===== config.mk =====
export PLATFORM = sky130hd
export DESIGN_NAME = dma_periph_hs
export DESIGN_NICKNAME = d
export VERILOG_FILES = /design/src/rtl/dma_periph_hs_pkg.sv /design/src/rtl/hs_sync.sv /design/src/rtl/hs_req_detect.sv /design/src/rtl/hs_ack_ctrl.sv /design/src/rtl/dma_periph_hs.sv
export SDC_FILE = /design/constraint.sdc
export NUM_CORES = 1
export LEC_CHECK = 0
export BUFFER_PORTS_ARGS = -buffer_cell sky130_fd_sc_hd__buf_2
export CAP_MARGIN = 20
export CORE_AREA = 2 2 39 41
export DETAILED_ROUTE_END_ITERATION = 12
export DIE_AREA = 0 0 41 43
export GPL_TIMING_DRIVEN = 0
export HOLD_SLACK_MARGIN = 0.05
export PLACE_DENSITY = 0.49
export SLEW_MARGIN = 5
export SYNTH_ARGS = -nofsm -noshare
export SYNTH_HDL_FRONTEND = slang
export SYNTH_SLANG_ARGS = --single-unit

===== constraint.sdc =====
create_clock -name clk -period 1.2 [get_ports clk]
set_clock_uncertainty 0.2 [all_clocks]
set_input_delay 0.24 -clock clk [delete_from_list [all_inputs] [get_ports clk]]
set_output_delay 0.24 -clock clk [all_outputs]
set_load 0.02 [all_outputs]

===== src/rtl/dma_periph_hs_pkg.sv =====
package dma_periph_hs_pkg;
  typedef enum logic [1:0] {
    HS_IDLE = 2'd0,
    HS_DATA = 2'd1,
    HS_HOLD = 2'd2
  } hs_state_e;
endpackage


===== src/rtl/hs_sync.sv =====
module hs_sync #(
  parameter int STAGES = 2
) (
  input  logic clk,
  input  logic rst_n,
  input  logic d,
  output logic q
);
  logic [STAGES-1:0] chain;

  generate
    if (STAGES > 1) begin : g_multi
      always_ff @(posedge clk) begin
        if (!rst_n) chain <= '0;
        else        chain <= {chain[STAGES-2:0], d};
      end
    end else begin : g_single
      always_ff @(posedge clk) begin
        if (!rst_n) chain <= '0;
        else        chain <= d;
      end
    end
  endgenerate

  assign q = chain[STAGES-1];
endmodule


===== src/rtl/hs_req_detect.sv =====
module hs_req_detect (
  input  logic clk,
  input  logic rst_n,
  input  logic req_s,
  input  logic level_mode,
  input  logic idle,
  input  logic start,
  output logic pending,
  output logic req_rise
);
  logic req_d;
  logic pend_q;

  function automatic logic rise_of(input logic cur, input logic prev);
    return cur & ~prev;
  endfunction

  assign req_rise = rise_of(req_s, req_d);

  always_ff @(posedge clk) begin
    if (!rst_n) begin
      req_d  <= 1'b0;
      pend_q <= 1'b0;
    end else begin
      req_d <= req_s;
      if (req_rise)   pend_q <= 1'b1;
      else if (start) pend_q <= 1'b0;
    end
  end

  assign pending = level_mode ? (req_s & idle) : pend_q;
endmodule


===== src/rtl/hs_ack_ctrl.sv =====
module hs_ack_ctrl
  import dma_periph_hs_pkg::*;
(
  input  logic clk,
  input  logic rst_n,
  input  logic aw_valid,
  input  logic b_valid,
  input  logic b_ready,
  input  logic wr_active,
  input  logic last,
  input  logic pending,
  output logic ack,
  output logic tend,
  output logic idle,
  output logic start,
  output logic bus_end,
  output logic in_hold
);
  hs_state_e state_q, state_d;
  logic      tend_q;

  function automatic hs_state_e step(input hs_state_e cur, input logic go,
                                     input logic done, input logic hold_mode);
    case (cur)
      HS_IDLE: return go ? HS_DATA : HS_IDLE;
      HS_DATA: return done ? (hold_mode ? HS_HOLD : HS_IDLE) : HS_DATA;
      default: return HS_IDLE;
    endcase
  endfunction

  assign idle    = (state_q == HS_IDLE);
  assign in_hold = (state_q == HS_HOLD);
  assign start   = idle & aw_valid & pending;
  assign bus_end = (state_q == HS_DATA) & b_valid & b_ready;
  assign state_d = step(state_q, start, bus_end, wr_active);

  always_ff @(posedge clk) begin
    if (!rst_n) begin
      state_q <= HS_IDLE;
      tend_q  <= 1'b0;
    end else begin
      state_q <= state_d;
      if (start)                  tend_q <= last;
      else if (state_d == HS_IDLE) tend_q <= 1'b0;
    end
  end

  assign ack  = ~idle;
  assign tend = tend_q;
endmodule


===== src/rtl/dma_periph_hs.sv =====
module dma_periph_hs #(
  parameter int SYNC_STAGES = 2
) (
  input  logic clk,
  input  logic rst_n,
  input  logic req_i,
  input  logic level_sense_i,
  input  logic wr_active_i,
  input  logic aw_valid_i,
  input  logic b_valid_i,
  input  logic b_ready_i,
  input  logic last_i,
  output logic req_pending_o,
  output logic ack_o,
  output logic tend_o
);
  logic req_s;
  logic hs_idle;
  logic hs_start;
  logic hs_bus_end;
  logic hs_in_hold;
  logic hs_req_rise;

  hs_sync #(.STAGES(SYNC_STAGES)) u_sync (
    .clk  (clk),
    .rst_n(rst_n),
    .d    (req_i),
    .q    (req_s)
  );

  hs_req_detect u_detect (
    .clk       (clk),
    .rst_n     (rst_n),
    .req_s     (req_s),
    .level_mode(level_sense_i),
    .idle      (hs_idle),
    .start     (hs_start),
    .pending   (req_pending_o),
    .req_rise  (hs_req_rise)
  );

  hs_ack_ctrl u_ack (
    .clk      (clk),
    .rst_n    (rst_n),
    .aw_valid (aw_valid_i),
    .b_valid  (b_valid_i),
    .b_ready  (b_ready_i),
    .wr_active(wr_active_i),
    .last     (last_i),
    .pending  (req_pending_o),
    .ack      (ack_o),
    .tend     (tend_o),
    .idle     (hs_idle),
    .start    (hs_start),
    .bus_end  (hs_bus_end),
    .in_hold  (hs_in_hold)
  );
endmodule


Word-level counts from Yosys, hierarchy flattened --
Index checks and enable logic that the tools add are counted.
Storage, ports and cells: register bits after elaboration 7, bits of input ports 9, output and inout bits 3
Cells by class: equal/unequal tests 1, muxes and demuxes 9, bitwise gates (word level) 8, reduce and logical (&&, ||, !) cells 4
Operator list (number):
- $and A1 B1 Y1 | 6
- $mux W1 | 6
- $logic_not A2 Y1 | 2
- $mux W2 | 2
- $pmux W2 S2 | 1
- $reduce_bool A2 Y1 | 2
- $eq A2 B1 Y1 const B | 1
- $not A1 Y1 | 2

Logic depth before layout (Yosys ltp) --
Gate-level depths: netlist of run 1.
depth after elaboration 9, depth in mapped cells 3, gate-level depth less buffers 3

Cells and area by module --
A second synthesis of run 1 with hierarchy kept.
Unflattened totals: cell total of the unflattened synthesis 30, area total of the unflattened synthesis 294.0 um^2
By module, submodules not included:
- hs_ack_ctrl | instances 1, cells an instance 17, area each 152.6 um^2, sequential area each 60.1 um^2
- hs_req_detect | instances 1, cells an instance 9, area each 88.8 um^2, sequential area each 40.0 um^2
- hs_sync | instances 1, cells an instance 4, area each 52.6 um^2, sequential area each 40.0 um^2

Worst setup path after synthesis of run 1 --
OpenSTA, ideal clock, no wires.
path kind reg-to-output, from register u_ack.state_q[1], to output req_pending_o, data arrival time 0.938 ns, data required time 0.760 ns, path slack -0.178 ns, cell stages (with the launch flop) 3, cell sequence dfxtp_1 -> or2_4 -> o21ai_1
On the way: word-level cells in the longest chain between the ends 3
Ends and longest elaborated chain:
- start, declared | line hs_ack_ctrl.sv:19 | hs_state_e state_q, state_d;
- start signal, assigned | line hs_ack_ctrl.sv:42 | state_q <= state_d;
- $logic_not A2 Y1 | line hs_ack_ctrl.sv:31 | assign idle = (state_q == HS_IDLE);
- $and A1 B1 Y1 | line hs_req_detect.sv:31 | assign pending = level_mode ? (req_s & idle) : pend_q;
- $mux W1 | line hs_req_detect.sv:31
- end, declared | line dma_periph_hs.sv:13 | output logic req_pending_o,
No other way between the ends.

Final worst setup path of run 1 --
Same ends and word-level chain as after synthesis.

==> flow_summary.ini, run 1 <==
[place]
gp_congestion = 0.617
post-place-ws_ns = -0.114
place.detailed.hpwl_um = 432
portBuffers = 11

[clock_network]
clock-sinks = 7
cts_tree = yes
cts_buffers = 3
clk-insertion-delay-late_ns = 0.25
clockRootBuffer = clkbuf_4
cts.reportedPaths.clkPinSlew_ns = 0.05
htreeDepth = 1
clockBufferDepth = 2

[synth]
yosysSeqAreaShare = 0.507
syn_avg_cell_area_um2 = 9.88
synthSimpleGateAreaFrac = 0.199
yosysWarnings = 0
synth.area.top_cells = dfxtp_1 (51%), a211oi_4 (7.2%), inv_1 (5.4%)
synth_top_family_by_area = compound AO/OA/AOI/OAI gates
ys_seq_elements = 7
synth_xor_xnor_area_share = 0
synthesis.nets = 37
synth_adder_area_share = 0
syn-cell-area_um2 = 277
synth.top_cell.area_share = 0.507
syn_inst = 28
synth_cell_types = 16
synth_compound_area_frac = 0.240
synth.area.mux_share = 0
yosys.area.top_type = dfxtp_1

[drt]
ant_nets = 0
firstDrtPassIters = 4
vias_per_cell = 3.98
vias = 263
wire_per_inst_um = 9.38
drc = 0
wirelength_um = 619
dr.first_iter.drc_count = 2

[setup_path]
path_cells = or2_4 > o21ai_4 > buf_6
critPathLaunchType = flop
r2r_end = u_ack.tend
arrival_ns = 1.08
cp_max_fo = 3
critical_path_buf_inv_count = 1
critPathKind = reg2out
r2r_cells = 5
cp_top_family = flip-flops
required_ns = 0.76
max_stage_delay_ns = 0.32
r2r_slack_ns = -0.28
endpoint_kind = primary output
critPathSlowestCell = dfxtp_2
r2r_start = u_ack.state_q[1]

[timing]
period_needed_ns = 1.52
hold_violations = 0
max_freq_mhz = 660
timing.final.crit_share = 1.26
drv_slew = 0
setup_slack_ns = -0.316
setup_violations = 5
tightest_slew_ns = 0.241
rsz0062_at_grt = yes
maxSlewHeadroom = 0.839

[floorplan]
io_pins = 12
initial_core_util = 0.200
die_h_um = 43
core_um2 = 1380
die_w_um = 41
placement_rows = 14
dieArea_um2 = 1760

[power]
peakVddDrop_mv = 0.429
power.leakage_nw = 0.228
powerDensity_nw_per_um2 = 1120
fin_total_pwr_w = 0.000525

[grt]
grt_overflow = 0
grt_pass1_wl_um = 855
antenna_found_initial = 0
grt_max_degree = 8
grt_pass1_vias = 248
grtUsageTotal = 0.0796

[hold_path]
hold_class = in2reg
hold-path-endpoint = u_ack.state_q[0]
min_path_cells = 2
min_from = rst_n

[finish]
post-route-util = 0.339
antennaDiodeCount = 0
fillCellCount = 146
multi_input_area_um2 = 133
drive_gt1_frac = 0.440
final_nets = 60
final_cell_mix = buf_2 (9), dlygate4sd3_1 (5), dfxtp_1 (5), inv_1 (4)
final_common_cell = buf_2
area_growth_pct = 69.7
regArea_um2 = 143

[run]
drv_cap = 0

[run_status]
violations = negative setup slack
status = finished with violations
==> routing by layer <==
layer | part of all wire | GRT usage
met1 | 0.39 | 0.0682
met2 | 0.55 | 0.116
met3 | 0.055 | 0.0314
met4 | 0 | 0.100
met5 | 0 | 0
==> synth_stat cells, drive strengths merged <==
cell and number:
a211oi 1, nand3 1, a21boi 1, nand2 3, nand2b 1, or2 1, o22ai 1, a31oi 1
nor2 1, dfxtp 7, o21ai 1, a32o 1, and2 2, inv 4, o211a 1, nand3b 1
==> through the flow <==
step / hold WS (ns) / area (um2) / setup TNS, ns / instances
after floorplan: 0.156 / 288 / -0.0395 / 28
after global routing: 0.0863 / 469 / -1.57 / 66
final: 0.0731 / 469 / -1.36 / 66
after global placement: 0.212 / 363 / -0.358 / 55
after CTS: 0.0691 / 465 / -1.37 / 66
after detailed placement: 0.226 / 363 / -0.393 / 55
==> kinds of logic after synthesis <==
logic type,count (synthesis)
AO/OA/AOI/OAI,7
flip-flops,7
AND/OR/NAND/NOR,10
buffers and inverters,4
==> cell type report <==
class,instances,area share
Clock buffer,4,0.0560
Sequential cell,7,0.304
Multi-Input combinational cell,17,0.283
Timing Repair Buffer,18,0.283
Tap cell,16,0.0427
Inverter,4,0.0320
==> flip-flops by register name, indices dropped and copies added (netlist names) <==
register         flops
u_ack.tend           1
u_sync.chain         2
u_ack.state_q        2
u_detect.req_d       1
u_detect.pend_q      1
==> power breakdown <==
group	internal, W	total [W]	switching, W
Combinational	0.0000405	0.0000699	0.0000295
Sequential	0.000241	0.000244	0.00000311
Clock	0.000127	0.000212	0.0000850
Total	0.000408	0.000525	0.000118
==> repair_timing <==
action,in CTS,in global routing
buffers inserted,2,1
pin swaps,2,2
setup endpoints to repair,5,6
gates resized for setup,4,3
hold buffers,5,0
endpoints found under the hold margin,3,0
==> worst max-delay path by stage <==
| stage | end | slack, ns | start | depth (start not counted) |
|---|---|---|---|---|
| CTS | req_pending_o | -0.33 | u_ack.state_q[0] | 3 |
| global placement | u_ack.tend | -0.10 | level_sense_i | 4 |
| global route | req_pending_o | -0.36 | u_ack.state_q[1] | 3 |
| floorplan | req_pending_o | -0.03 | u_ack.state_q[1] | 2 |
| detailed placement | u_ack.tend | -0.11 | level_sense_i | 4 |
| finish | req_pending_o | -0.32 | u_ack.state_q[1] | 3 |
Note: power is estimated with default switching activity, not from simulation.
==> inputs of run 2 (changes only) <==
--- a/config.mk
+++ b/config.mk
@@ -12,7 +12,7 @@
 export DIE_AREA = 0 0 41 43
 export GPL_TIMING_DRIVEN = 0
 export HOLD_SLACK_MARGIN = 0.05
-export PLACE_DENSITY = 0.49
+export PLACE_DENSITY = 0.47
 export SLEW_MARGIN = 5
 export SYNTH_ARGS = -nofsm -noshare
 export SYNTH_HDL_FRONTEND = slang
==> constraint.sdc (replaced) <==
create_clock -name clk -period 1.53 [get_ports clk]
set_clock_uncertainty 0.2 [all_clocks]
set_input_delay 0.306 -clock clk [delete_from_list [all_inputs] [get_ports clk]]
set_output_delay 0.306 -clock clk [all_outputs]
set_load 0.02 [all_outputs]
==> flow_summary.ini, run 2 (synthesized netlist as in run 1, its figures left out) <==
[run_status]
status = finished with violations
violations = negative setup slack

[finish]
fillCellCount = 149
antennaDiodeCount = 0
biggestRegsByFlops = u_ack.state_q x2, u_sync.chain x2
regArea_um2 = 141
instances_no_fill = 61
multi_input_area_um2 = 121
final_nets = 55
area_growth_pct = 43.4
final_common_cell = buf_2
drive_gt1_frac = 0.444
final_cell_mix = buf_2 (10), dfxtp_1 (6), inv_1 (4)

[timing]
max_freq_mhz = 633
tightest_slew_ns = 0.229
hold_violations = 0
maxSlewHeadroom = 0.847
rsz0062_at_grt = yes
setup_slack_ns = -0.0507
period_needed_ns = 1.58
setup_violations = 1
timing.final.crit_share = 1.03
worst_hold_slack_ns = 0.0615
drv_slew = 0

[floorplan]
initial_core_util = 0.200
placement_rows = 14
die_w_um = 41
die_h_um = 43
io_pins = 12
core_um2 = 1380
dieArea_um2 = 1760

[grt]
grt_pass1_wl_um = 814
grt_max_degree = 8
antenna_found_initial = 0
grt_pass1_vias = 213
grt_overflow = 0
grtUsageTotal = 0.0714

[clock_network]
clk-insertion-delay-late_ns = 0.25
clock-sinks = 7
htreeDepth = 1
clockBufferDepth = 2
cts.reportedPaths.clkPinSlew_ns = 0.05
cts_tree = yes
clockRootBuffer = clkbuf_4
cts_buffers = 3

[setup_path]
critPathKind = reg2out
r2r_slack_ns = 0.18
cp_max_fo = 3
arrival_ns = 1.07
endpoint_kind = primary output
critPathLaunchType = flop
required_ns = 1.02

[drt]
wire_per_inst_um = 8.25
firstDrtPassIters = 4
wl_met1_um = 218
drc = 0
highest_layer = met3
ant_nets = 0
wl_met2_um = 206
wirelength_um = 503
wl_met3_um = 78
dr.first_iter.drc_count = 5
vias = 250
vias_per_cell = 4.10

[power]
switching_power_w = 0.0000890
p_int_w = 0.000309
peakVddDrop_mv = 0.619
p_clk_frac = 0.420
power.leakage_nw = 0.202
switching_share = 0.224
combPwrFrac = 0.099
seqPwrFrac = 0.480
powerDensity_nw_per_um2 = 1000

[place]
place.detailed.hpwl_um = 391
portBuffers = 11
gp_congestion = 0.648
dp.cells = 55

[run]
drv_cap = 0

[hold_path]
hold_class = in2reg
==> run 2: metal layers <==
| metal | vias up | global-route usage |
|---|---|---|
| li1 | 128 | - |
| met1 | 109 | 0.0774 |
| met2 | 13 | 0.100 |
| met3 | 0 | 0.0785 |
| met4 | 0 | 0 |
| met5 | - | 0 |
==> run 2: final cells by class <==
cell class,count,share of cell area
Sequential cell,7,0.356
Tap cell,16,0.0505
Timing Repair Buffer,13,0.183
Clock buffer,4,0.0662
Inverter,4,0.0379
Multi-Input combinational cell,17,0.306
==> run 2: worst paths after layout <==
| check | start | to | cells after the start |
|---|---|---|---|
| max | u_ack.state_q[0] | req_pending_o | 3 |
| min | req_i | u_sync.chain[0] | 2 |
| max reg2reg | u_ack.state_q[0] | u_ack.tend | 4 |
| min reg2reg | u_sync.chain[0] | u_sync.chain[1] | 1 |
==> run 2: stage by stage <==
step | setup TNS (ns) | power, W | setup WS (ns) | instance area (um2) | utilization
2_1_floorplan | 0 | 0.000213 | 0.0857 | 277 | -
3_3_place_gp | 0 | 0.000231 | 0.166 | 352 | 0.254
3_5_place_dp | 0 | 0.000231 | 0.168 | 352 | 0.254
4_1_cts | -0.0577 | 0.000405 | -0.0577 | 397 | 0.287
5_1_grt | -0.0943 | 0.000424 | -0.0943 | 397 | 0.287
6_report | -0.0507 | 0.000398 | -0.0507 | 397 | 0.287
==> run 2: repair_timing <==
| action | CTS | global route |
|---|---|---|
| endpoints found under the hold margin | 0 | 0 |
| setup buffers | 2 | 0 |
| endpoints found under the setup margin | 1 | 1 |
| gates cloned | 0 | 0 |
| resized for setup | 2 | 0 |
| pin swaps | 2 | 0 |
| hold buffers | 0 | 0 |
==> run 2: critical path, stage by stage (launching register included) <==
cell	delay, ns
dfxtp_2	0.31
or2_4	0.25
o21ai_1	0.11
buf_4	0.15
==> run 2: power groups by stage <==
stage                     logic (W)  clock network, W  registers, W
final                     0.0000395          0.000167      0.000191
after global routing      0.0000438          0.000189      0.000191
after CTS                 0.0000402          0.000174      0.000191
after detailed placement  0.0000363                 0      0.000195
after global placement    0.0000359                 0      0.000195
after floorplan           0.0000183                 0      0.000195
